$ cat src/rtl/frac_en_pkg.sv
package frac_en_pkg;

    // Default width of the ratio operands.
    localparam int RW = 8;

    // Operating mode decoded once from the captured ratio.
    typedef enum logic [1:0] {
        FE_IDLE  = 2'd0,   // numerator zero: strobe never fires
        FE_EVERY = 2'd1,   // numerator >= denominator: strobe every cycle
        FE_FRAC  = 2'd2    // proper fraction: accumulate and wrap
    } fe_mode_e;

    // Width-independent classification of a ratio.
    function automatic fe_mode_e fe_classify(input int unsigned n, input int unsigned d);
        if (n == 0)
            return FE_IDLE;
        else if (n >= d)
            return FE_EVERY;
        else
            return FE_FRAC;
    endfunction

endpackage

$ cat src/rtl/frac_ratio_reg.sv
module frac_ratio_reg
    import frac_en_pkg::*;
#(
    parameter int W = RW
) (
    input  logic         clk,
    input  logic         rst,
    input  logic [W-1:0] num_i,
    input  logic [W-1:0] den_i,
    output logic [W-1:0] num_q,
    output logic [W-1:0] den_q,
    output fe_mode_e     mode_q
);

    typedef struct packed {
        logic [W-1:0] num;
        logic [W-1:0] den;
        fe_mode_e     mode;
    } cfg_t;

    cfg_t cfg_q;
    cfg_t cfg_d;

    always_comb begin
        cfg_d.num  = num_i;
        cfg_d.den  = den_i;
        cfg_d.mode = fe_classify(int'(num_i), int'(den_i));
    end

    // Ratio is loaded only while reset is held, held otherwise.
    always_ff @(posedge clk) begin
        if (rst)
            cfg_q <= cfg_d;
    end

    assign num_q  = cfg_q.num;
    assign den_q  = cfg_q.den;
    assign mode_q = cfg_q.mode;

endmodule

$ cat src/rtl/frac_phase_acc.sv
module frac_phase_acc
    import frac_en_pkg::*;
#(
    parameter int W = RW
) (
    input  logic         clk,
    input  logic         rst,
    input  logic [W-1:0] num,
    input  logic [W-1:0] den,
    input  fe_mode_e     mode,
    output logic         hit,
    output logic [W-1:0] acc_q
);

    localparam int SW = W + 1;

    typedef struct packed {
        logic         hit;
        logic [W-1:0] acc;
    } step_t;

    logic [SW-1:0] sum;
    logic [SW-1:0] wrapped;
    logic          reach;
    step_t         nxt;

    assign sum     = {1'b0, acc_q} + {1'b0, num};
    assign reach   = (sum >= {1'b0, den});
    assign wrapped = sum - {1'b0, den};

    always_comb begin
        unique case (mode)
            FE_EVERY: begin
                nxt.hit = 1'b1;
                nxt.acc = '0;
            end
            FE_FRAC: begin
                nxt.hit = reach;
                nxt.acc = reach ? wrapped[W-1:0] : sum[W-1:0];
            end
            default: begin
                nxt.hit = 1'b0;
                nxt.acc = acc_q;
            end
        endcase
    end

    always_ff @(posedge clk) begin
        if (rst)
            acc_q <= '0;
        else
            acc_q <= nxt.acc;
    end

    // During reset the step result is forced inactive.
    assign hit = nxt.hit & ~rst;

endmodule

$ cat src/rtl/frac_strobe_reg.sv
module frac_strobe_reg (
    input  logic clk,
    input  logic rst,
    input  logic hit,
    output logic en_q
);

    // Output taken straight from a flop: glitch-free enable.
    always_ff @(posedge clk) begin
        if (rst)
            en_q <= 1'b0;
        else
            en_q <= hit;
    end

endmodule

$ cat src/rtl/frac_en_gen.sv
module frac_en_gen
    import frac_en_pkg::*;
#(
    parameter int W = RW
) (
    input  logic         clk,
    input  logic         rst,
    input  logic [W-1:0] num_i,
    input  logic [W-1:0] den_i,
    output logic         en_o
);

    logic [W-1:0] num_q;
    logic [W-1:0] den_q;
    fe_mode_e     mode_q;
    logic [W-1:0] acc_q;
    logic         step_hit;

    frac_ratio_reg #(.W(W)) u_ratio (
        .clk    (clk),
        .rst    (rst),
        .num_i  (num_i),
        .den_i  (den_i),
        .num_q  (num_q),
        .den_q  (den_q),
        .mode_q (mode_q)
    );

    frac_phase_acc #(.W(W)) u_acc (
        .clk   (clk),
        .rst   (rst),
        .num   (num_q),
        .den   (den_q),
        .mode  (mode_q),
        .hit   (step_hit),
        .acc_q (acc_q)
    );

    frac_strobe_reg u_out (
        .clk  (clk),
        .rst  (rst),
        .hit  (step_hit),
        .en_q (en_o)
    );

endmodule

$ cat config.mk
export PLATFORM = sky130hd
export DESIGN_NAME = frac_en_gen
export DESIGN_NICKNAME = d
export VERILOG_FILES = /design/src/rtl/frac_en_pkg.sv /design/src/rtl/frac_ratio_reg.sv /design/src/rtl/frac_phase_acc.sv /design/src/rtl/frac_strobe_reg.sv /design/src/rtl/frac_en_gen.sv
export SDC_FILE = /design/constraint.sdc
export NUM_CORES = 1
export LEC_CHECK = 0
export CORE_MARGIN = 2
export CORE_UTILIZATION = 61
export CTS_CLUSTER_DIAMETER = 30
export DETAILED_ROUTE_END_ITERATION = 12
export GPL_TIMING_DRIVEN = 0
export PLACE_DENSITY = 0.9
export SYNTH_ARGS = -nofsm -noshare
export SYNTH_HDL_FRONTEND = slang
export SYNTH_SLANG_ARGS = --single-unit
$ cat constraint.sdc
create_clock -name clk -period 6.2 [get_ports clk]
set_input_delay 0.93 -clock clk [delete_from_list [all_inputs] [get_ports clk]]
set_output_delay 0.93 -clock clk [all_outputs]
set_load 0.05 [all_outputs]
* Word level (Yosys, flattened, before mapping)
Cells that the tools add are included.
Word-level totals: bits in registers 27, input bits 18, output and inout port bits 1, word-level logic and storage cells 18
Cells by class: add/sub/neg operators 2, order comparisons 2, equal/unequal tests 2, mux-type cells 3, bitwise gates (word level) 2, reductions and logical operators 2
Operators with widths (number):
- one-hot mux 9 bit (2 select lines) | 1
- adder 8 x 8 -> 9 bit | 1
- >= comparator 9 x 8 -> 1 bit | 1
- >= comparator 8 bit | 1
- logical NOT 8 bit | 1
- two-way mux 8 bit | 1
- subtractor 8 bit | 1
- == test 2 x 1 -> 1 bit (second input constant) | 1
- == test 2 bit (second input constant) | 1
- two-way mux 2 bit | 1
- nonzero test 2 bit | 1
- AND 1 bit | 1
- inverter 1 bit | 1

* Longest topological paths before layout
Gate-level depths: netlist of run 1.
depth in word-level cells 5, gate-level depth with buffers 16, mapped depth without buffers 15

* Modules after synthesis
From an unflattened synthesis of run 1, not the netlist that was laid out.
Unflattened totals: cells, all modules 191, area, all modules 1935.6 sq um
Modules (own cells, without submodules):
- frac_phase_acc | times used 1, cells each 140, area an instance 1108.6 sq um, sequential area each 160.2 sq um
- frac_ratio_reg | times used 1, cells each 49, area an instance 793.3 sq um, sequential area each 540.5 sq um
- frac_strobe_reg | times used 1, cells each 2, area an instance 33.8 sq um, sequential area each 20.0 sq um

* Least setup slack after synthesis of run 1
OpenSTA, ideal clock, no wires.
path kind register to register, start reg u_ratio.cfg_q (netlist bit u_ratio.num_q[0]), end reg u_acc.acc_q[6], library setup time 0.067 ns, arrival time 3.161 ns, data required time 6.133 ns, path slack 2.972 ns, cell stages (with the launch flop) 17, path buffers 1, clock period less this slack 3.228 ns, cell sequence edfxtp_1 ha_1 inv_1 fa_1 nor2b_4 o31a_1 o21a_1 nor3_1 nor2_1 ha_1 nand2_1 nor2_1 a2111o_1 a211o_1 buf_6 o41a_1 o21ai_2
Between the ends: longest elaborated chain between the ends 4, elaborated cells on any way between the ends 5, those cells by class add/sub: 2; order compare: 1; mux: 2
Ends and longest elaborated chain:
- from (decl) | line frac_ratio_reg.sv:21 | cfg_t cfg_q;
- from (signal assigned) | line frac_ratio_reg.sv:33 | cfg_q <= cfg_d;
- adder 8 x 8 -> 9 bit * | line frac_phase_acc.sv:27 | assign sum = {1'b0, acc_q} + {1'b0, num};
- subtractor 8 bit / >= comparator 9 x 8 -> 1 bit (equally long branches) | line frac_phase_acc.sv:29, frac_phase_acc.sv:28
- two-way mux 8 bit * | line frac_phase_acc.sv:39 | nxt.acc = reach ? wrapped[W-1:0] : sum[W-1:0];
- one-hot mux 9 bit (2 select lines) * | line frac_phase_acc.sv:32 | unique case (mode)
- to (signal assigned) | line frac_phase_acc.sv:52 | acc_q <= nxt.acc;
- to (decl) | line frac_phase_acc.sv:12 | output logic [W-1:0] acc_q
Mark *: on every way between the ends. The rest lies on a longest branch, timed or not. A chain may end at the register's enable or synchronous reset.

* Worst setup path after layout of run 1
start reg u_ratio.cfg_q (netlist bit u_ratio.num_q[0]), end reg u_acc.acc_q[1]
The elaborated chain is that of the path after synthesis.

==> results of run 1 <==
## cell usage in the layout, fill, tap and decap left out, types with 4 or more instances in the layout
master	n
nor3_1	4
clkdlybuf4s50_1	18
edfxtp_1	18
o21a_1	4
o21ai_0	8
inv_1	24
mux2i_1	5
nand2_1	10
dfxtp_1	9
nor2_1	8
ha_1	26
a21oi_1	11
## area by class of cell
| type | count | area (µm²) | area share |
|---|---|---|---|
| flip-flops and latches | 27 | 721 | 0.345 |
| well taps | 31 | 38.8 | 0.0186 |
| plain buffers | 2 | 15.0 | 0.00718 |
| clock buffers | 4 | 26.3 | 0.0126 |
| inverters | 24 | 90.1 | 0.0431 |
| repair buffers | 18 | 180 | 0.0862 |
| multi-input cells | 129 | 1020 | 0.488 |
## worst min-delay path: stages (launching register included)
cell	delay (ps)
dfxtp_1	340
nand2_1	50
o21ai_1	50
## routing by layer
layer | global-route usage | part of all wire | vias to the layer above
li1 | - | - | 713
met1 | 0.316 | 0.43 | 671
met2 | 0.429 | 0.49 | 51
met3 | 0.0371 | 0.051 | 11
met4 | 0.0877 | 0.024 | 0
met5 | 0 | 0 | -
## per-stage QoR
| stage | total power, W | instance area, µm² | setup WS (ps) | hold WS (ps) |
|---|---|---|---|---|
| CTS | 0.000550 | 2090 | 2660 | 471 |
| finish | 0.000554 | 2090 | 2620 | 470 |
| global route | 0.000588 | 2090 | 2410 | 490 |
| detailed placement | 0.000475 | 2060 | 2680 | 452 |
| global placement | 0.000458 | 2060 | 2760 | 441 |
| floorplan | 0.000408 | 1850 | 2970 | 432 |
## cell families after synthesis
| group | share of synthesized area |
|---|---|
| mux | 0.0271 |
| flops | 0.391 |
| compound gates | 0.186 |
| simple gates | 0.113 |
| xor+xnor | 0.0285 |
| fa+ha+maj | 0.198 |
| buf+inv | 0.0569 |
## state kept, by name (all words and copies together), names as in the netlist
name	cells
u_acc.acc_q	8
u_ratio.mode_q	2
u_out.en_q	1
u_ratio.den_q	8
u_ratio.num_q	8
## final timing paths
kind / endpoint / slack, ps / cells past startpoint
worst max-delay path: u_acc.acc_q[1] / 2620 / 16
worst min-delay path: u_acc.acc_q[2] / 470 / 2
worst max register to register: u_acc.acc_q[1] / 2620 / 16
worst min register to register: u_acc.acc_q[2] / 470 / 2
## power breakdown
part	switching (W)	internal (W)	leakage, nW
Sequential	0.00000871	0.000210	0.249
Clock	0.0000521	0.0000253	0.0150
Combinational	0.000145	0.000113	0.655
Total	0.000206	0.000348	0.920
==> results.ini, run 1 <==
[outcome]
status = finished, final reports clean

[global_route]
grt_use_total = 0.248
grt_max_degree = 24
antenna_found_initial = 0
grt_pass1_wl_mm = 6.35
gr-total-overflow = 0
first_global_vias = 1400

[worst_setup_path]
start_kind = register
crit_family = compound AO/OA/AOI/OAI gates
r2r-start = u_ratio.num_q[0]
critPathLaunch = u_ratio.num_q[0]
worstPathRequired_ps = 6480
path_buf_inv = 2
crit_path_top_delay_cell = edfxtp_1
worstSetupEndpointType = register
criticalPathCategory = register to register
crit_top_cell = ha_1
crit_chain = ha_1 -> inv_1 -> fa_1 -> nor2b_4 -> o31a_1 -> o21a_1 -> nor3_1 -> nor2_1 -> ha_1 -> nand4_1 -> a21oi_1 -> a2111o_1 -> a211o_1 -> buf_6 -> mux2i_1 -> a22o_1
worstPathArrival_ps = 3850
critPathMaxStageDelay_ps = 400
worst-path-max-fanout = 10

[cts]
cts_hold_buf = 0
cts_max_path_buffers = 2
cts_tree = done
cts_buffers = 3
cts_resized = 0
postCtsSetupBuffers = 0
cts.sinks = 27
clock_latency_ps = 330
htree_levels = 1
cts-root-buf = clkbuf_4
clk_pin_slew_ps = 130

[yosys]
synth-main-ff-cell = edfxtp_1
ys_async_sr_fraction = 0
synthTopCellsByArea = edfxtp_1 29%, ha_1 18%, dfxtp_1 9.8%
synth_area_um2 = 1850
synth-warning-count = 0
ys_seq_area_frac = 0.391
ys_types = 43
synth_top_area_share = 0.293
syn_inst = 182
ys_seq_elements = 27
syn_avg_cell_area_um2 = 10.1
synth_most_common_cell = ha_1
synth-edff-count = 18
yosys.area.top_type = edfxtp_1
synthesis.nets = 228
synth_common_cells = 26 x ha_1, 24 x inv_1, 18 x edfxtp_1, 11 x a21oi_1, 10 x nand2_1

[timing]
drv_slew = 0
finalSetupViolations = 0
grt_setup_unrepaired = false
skew_ps = 6.59
tns_ps = 0
period_needed_ps = 3580
fmax_mhz = 279
post-route-period-util = 0.577
worstMarginPinSlew_ps = 939
max_slew_margin = 0.372
hold_viol = 0

[floorplan]
coreArea_um2 = 2810
die_y_um = 59.0
num_rows = 19
io_pins = 19
die_w_um = 59.0
start_util = 0.658
dieArea_um2 = 3480

[job]
max-cap-violations = 0

[cells_and_area]
n_fill_cell = 193
fin_nets = 251
final_cells = 235
layout-drive-gt1-share = 0.0392
syn2layout_area_growth_pct = 13.3
fin_util = 0.745
diodes = 0

[placement]
port_buffers = 18
gp_congestion = 0.963
hpwlAfterDp_mm = 3.09
dp_cells = 231

[drt]
drc = 0
drtIter0Drc = 88
drt_wl_total_mm = 3.86
drt-wirelength-per-cell_um = 16.4
first_pass_iters = 4
ant_nets = 0
routed_via_density = 6.15
vias = 1446

[hold_path]
hp-class = register to register
min-delay-start = u_acc.acc_q[2]

[power_and_ir_drop]
peakVddDrop_v = 0.000158
p_per_area_nw_per_um2 = 265
p_leak_nw = 0.920

(Power assumes the default switching activity.)
==> inputs of run 2 (changes only) <==
- CORE_UTILIZATION: 61 -> 51
- PLACE_DENSITY: 0.9 -> 0.81
- clock period: 6.2 -> 3.1 ns (I/O delays scaled with it)
==> run 2 against run 1 <==
Effect of this change: the flow now finishes with violations (setup timing); cell count up 11%; critical path depth did not move; core utilization shrank 9.3 points; non-clock buffer count increased by 11; combinational power is 130% higher; cell area up 6.6%; clock skew grew 5.4 ps; worst setup slack worse by 2900 ps; die area grew 18%; largest power group unchanged.
==> results.ini, run 2 (synthesized netlist as in run 1, its figures left out) <==
[power_and_ir_drop]
total_power_w = 0.00118
p_per_area_nw_per_um2 = 531
peakVddDrop_v = 0.000249
p_leak_nw = 0.973

[cts]
cts_buffers = 3
cts_hold_buf = 0
cts_tree = done
clock_latency_ps = 320
cts-root-buf = clkbuf_4
clk_pin_slew_ps = 150
cts_max_path_buffers = 2
cts.sinks = 27
htree_levels = 1

[worst_setup_path]
crit_path_top_delay_cell = edfxtp_1
crit_family = compound AO/OA/AOI/OAI gates
worstPathRequired_ps = 3370
start_kind = register
crit_chain = ha_2 -> inv_2 -> fa_2 -> nor2b_4 -> o31a_1 -> o21a_1 -> o21a_1 -> nor2_1 -> ha_1 -> nand2_1 -> nor2_1 -> a2111o_1 -> a211o_1 -> buf_6 -> o41a_1 -> o21ai_2
worstPathArrival_ps = 3670
critPathMaxStageDelay_ps = 400
criticalPathCategory = register to register
path_buf_inv = 2
worstSetupEndpointType = register
worst-path-max-fanout = 9

[timing]
drv_slew = 0
finalSetupViolations = 9
period_needed_ps = 3400
tns_ps = -1900
max_slew_margin = 0.382
grt_setup_unrepaired = true
setup_ws_ps = -304
skew_ps = 12.0
post-route-period-util = 1.10
hold_viol = 0
worstMarginPinSlew_ps = 924
fmax_mhz = 294

[cells_and_area]
fin_nets = 262
n_fill_cell = 262
layout_common_cells = 24 x ha_1, 23 x inv_1, 18 x clkdlybuf4s50_1, 18 x edfxtp_1
fin_util = 0.653
seqCellArea_um2 = 722
diodes = 0
multi_input_area_um2 = 1050
final_common_cell = ha_1
syn2layout_area_growth_pct = 20.8
fin_area_um2 = 2230
layout-drive-gt1-share = 0.126

[floorplan]
io_pins = 19
die_y_um = 64.2
num_rows = 21
die_w_um = 64.2
start_util = 0.540
coreArea_um2 = 3420
dieArea_um2 = 4120

[drt]
drt_wl_total_mm = 3.97
drtIter0Drc = 61
first_pass_iters = 4
drt-wirelength-per-cell_um = 15.2
drc = 0
vias = 1499
ant_nets = 0
routed_via_density = 5.74

[global_route]
first_global_vias = 1480
grt_pass1_wl_mm = 6.38
gr-total-overflow = 0
grt_use_total = 0.200
antenna_found_initial = 0
grt_max_degree = 24

[placement]
place_area_um2 = 2090
hpwlAfterDp_mm = 2.98
gp_congestion = 0.885
port_buffers = 18

[outcome]
failed_checks = setup timing
status = finished, violations left

[job]
max-cap-violations = 0

[hold_path]
hp-class = register to register

## run 2: area by class of cell
type | count | share of cell area
clock buffers | 4 | 0.0118
inverters | 24 | 0.0404
multi-input cells | 129 | 0.472
flip-flops and latches | 27 | 0.324
plain buffers | 2 | 0.00673
well taps | 46 | 0.0258
repair buffers | 29 | 0.120
## run 2: worst min-delay path, cell delays in order (launching register included)
cell     delay, ps
dfxtp_1        340
nand2_1         50
o21ai_1         50
## run 2: layer usage
| metal | routed length (µm) | vias to the layer above | global-route usage |
|---|---|---|---|
| met1 | 1710 | 708 | 0.241 |
| met5 | 0 | - | 0 |
| met3 | 152 | 8 | 0.0211 |
| li1 | - | 738 | - |
| met2 | 2030 | 45 | 0.366 |
| met4 | 76 | 0 | 0.0718 |
## run 2: what timing repair did
item,4_1_cts,5_1_grt
gates cloned,0,0
resized for setup,3,4
setup buffers,8,3
endpoints found under the setup margin,9,9
pin swaps,5,3
## run 2: final timing paths
path | start | endpoint | slack [ps] | depth (start not counted)
setup reg to reg | u_ratio.num_q[0] | u_acc.acc_q[6] | -300 | 16
hold reg to reg | u_acc.acc_q[4] | u_acc.acc_q[4] | 470 | 2
hold / removal | u_acc.acc_q[4] | u_acc.acc_q[4] | 470 | 2
setup / recovery | u_ratio.num_q[0] | u_acc.acc_q[6] | -300 | 16
## run 2: metrics by stage
stage / setup slack [ps] / std cells / hold WS (ps)
after detailed placement: -354 / 246 / 454
after CTS: -224 / 258 / 472
after floorplan: -81.0 / 182 / 432
final: -304 / 261 / 474
after global routing: -445 / 261 / 503
after global placement: -268 / 246 / 445
## run 2: report_power, final
part | total [W] | internal (W) | leakage, nW | switching (W)
clock | 0.000151 | 0.0000503 | 0.0150 | 0.000100
sequential | 0.000440 | 0.000421 | 0.250 | 0.0000188
combinational | 0.000593 | 0.000283 | 0.709 | 0.000311
==> inputs of run 3 (changes only) <==
- CAP_MARGIN: default -> 20
- CORE_UTILIZATION: 51 -> 53
- CTS_BUF_LIST: default -> sky130_fd_sc_hd__clkbuf_4 sky130_fd_sc_hd__clkbuf_8
- PLACE_DENSITY: 0.81 -> 0.83
==> run 3 against run 2 <==
Effect of this change: the flow still finishes with violations (setup timing); highest routed layer unchanged; count of clock-buffer cells in the layout stayed put; via count about the same; combinational power is 7.3% lower; worst setup slack got worse by 17 ps; power shrank 2.7%; largest power group unchanged.
==> results.ini, run 3 (synthesized netlist as in run 1, its figures left out) <==
[cells_and_area]
n_fill_cell = 257
final_common_cell = ha_1
seqCellArea_um2 = 721
fin_nets = 257
diodes = 0
layout_common_cells = 24 x ha_1, 23 x inv_1, 18 x clkdlybuf4s50_1, 18 x edfxtp_1, 11 x a21oi_1
final_cells = 256
syn2layout_area_growth_pct = 18.2
multi_input_area_um2 = 1040
layout-drive-gt1-share = 0.0952

[cts]
cts_buffers = 3
clock_latency_ps = 320
clk_pin_slew_ps = 150
htree_levels = 1
cts-root-buf = clkbuf_4
cts_hold_buf = 0
cts_tree = done
cts_max_path_buffers = 2
cts.sinks = 27

[power_and_ir_drop]
p_per_area_nw_per_um2 = 528
p_leak_nw = 0.950
peakVddDrop_v = 0.000315

[worst_setup_path]
critPathLaunch = u_ratio.num_q[0]
r2r_end = u_acc.acc_q[6]
worst-path-max-fanout = 9
worstSetupEndpointType = register
r2r-start = u_ratio.num_q[0]
rr_worst_depth = 16
r2r_slack_ps = -320
start_kind = register
crit_end = u_acc.acc_q[6]
criticalPathCategory = register to register
worstPathRequired_ps = 3380
worstPathArrival_ps = 3700

[placement]
port_buffers = 18
dp_cells = 246
hpwlAfterDp_mm = 3.15
gp_congestion = 0.900

[timing]
grt_setup_unrepaired = true
worstMarginPinSlew_ps = 948
fmax_mhz = 292
post-route-period-util = 1.10
setup_ws_ps = -321
fin_hold_ws_ps = 478
period_needed_ps = 3420
hold_viol = 0
skew_ps = 7.98
drv_slew = 0
finalSetupViolations = 9
tns_ps = -2110
max_slew_margin = 0.366

[floorplan]
die_y_um = 63.0
io_pins = 19
num_rows = 21
coreArea_um2 = 3340
dieArea_um2 = 3970
start_util = 0.553
die_w_um = 63.0

[global_route]
grt_max_degree = 24
gr-total-overflow = 0
first_global_vias = 1578
antenna_found_initial = 0
grt_pass1_wl_mm = 6.64
grt_use_total = 0.211

[drt]
vias = 1500
drt-wirelength-per-cell_um = 15.5
routed_via_density = 5.86
ant_nets = 0
drt_wl_total_mm = 3.96
drc = 0
drtIter0Drc = 65
first_pass_iters = 4
route.met2.wl_mm = 2.05
top_layer = met4
wl_met3_um = 162
met1Wirelength_mm = 1.66

[outcome]
status = finished, violations left
failed_checks = setup timing

[hold_path]
hp-class = register to register

[job]
max-cap-violations = 0

[run 3: cell count changes in the layout (fill, tap and decap cells not counted), sizes merged]
cell and delta:
buf -5
[run 3: metrics by stage]
stage,total power (W),util,instance area [µm²],setup slack [ps]
final,0.00115,0.654,2180,-321
after detailed placement,0.000949,0.627,2090,-377
after floorplan,0.000820,-,1860,-81.0
after global placement,0.000916,0.627,2090,-265
after global routing,0.00122,0.654,2180,-421
after CTS,0.00113,0.649,2170,-275
[run 3: where the power goes]
group / total, W / leakage [nW] / internal (W) / switching [W]
sequential: 0.000440 / 0.249 / 0.000421 / 0.0000193
clock: 0.000161 / 0.0184 / 0.0000591 / 0.000102
combinational: 0.000550 / 0.682 / 0.000256 / 0.000294
total: 0.00115 / 0.950 / 0.000736 / 0.000415
[run 3: final cells by class]
cell class                      instances  area share
Sequential cell                        27       0.330
Timing Repair Buffer                   24       0.103
Buffer                                  2     0.00688
Tap cell                               46      0.0264
Inverter                               24      0.0413
Clock buffer                            4      0.0138
Multi-Input combinational cell        129       0.478
[run 3: routing by layer]
metal	global-route usage	up-vias
met3	0.0306	10
met4	0.0944	0
li1	-	728
met5	0	-
met1	0.235	718
met2	0.392	44
[run 3: how the worst min path moves through the flow]
stage / from / slack [ps] / end / cells after the start
final: u_acc.acc_q[4] / 480 / u_acc.acc_q[4] / 2
after floorplan: u_acc.acc_q[2] / 430 / u_acc.acc_q[2] / 2
after global routing: u_acc.acc_q[4] / 500 / u_acc.acc_q[4] / 2
after global placement: u_acc.acc_q[3] / 440 / u_acc.acc_q[3] / 2
after CTS: u_acc.acc_q[4] / 480 / u_acc.acc_q[4] / 2
after detailed placement: u_acc.acc_q[4] / 470 / u_acc.acc_q[4] / 2
[run 3: repair_timing]
item / CTS / global route
setup endpoints to repair: 9 / 9
pin swaps: 6 / 0
setup buffers: 4 / 2
resized for setup: 1 / 0
[run 3: critical path: stages (launching register included)]
cell,delay (ps)
edfxtp_1,420
ha_2,200
inv_2,50
fa_2,220
nor2b_4,50
o31a_1,300
o21a_1,210
nor3_2,160
nor2_1,80
ha_1,330
nand2_1,80
nor2_1,50
a2111o_1,390
a211o_1,290
buf_6,150
o41a_1,350
o21ai_2,60
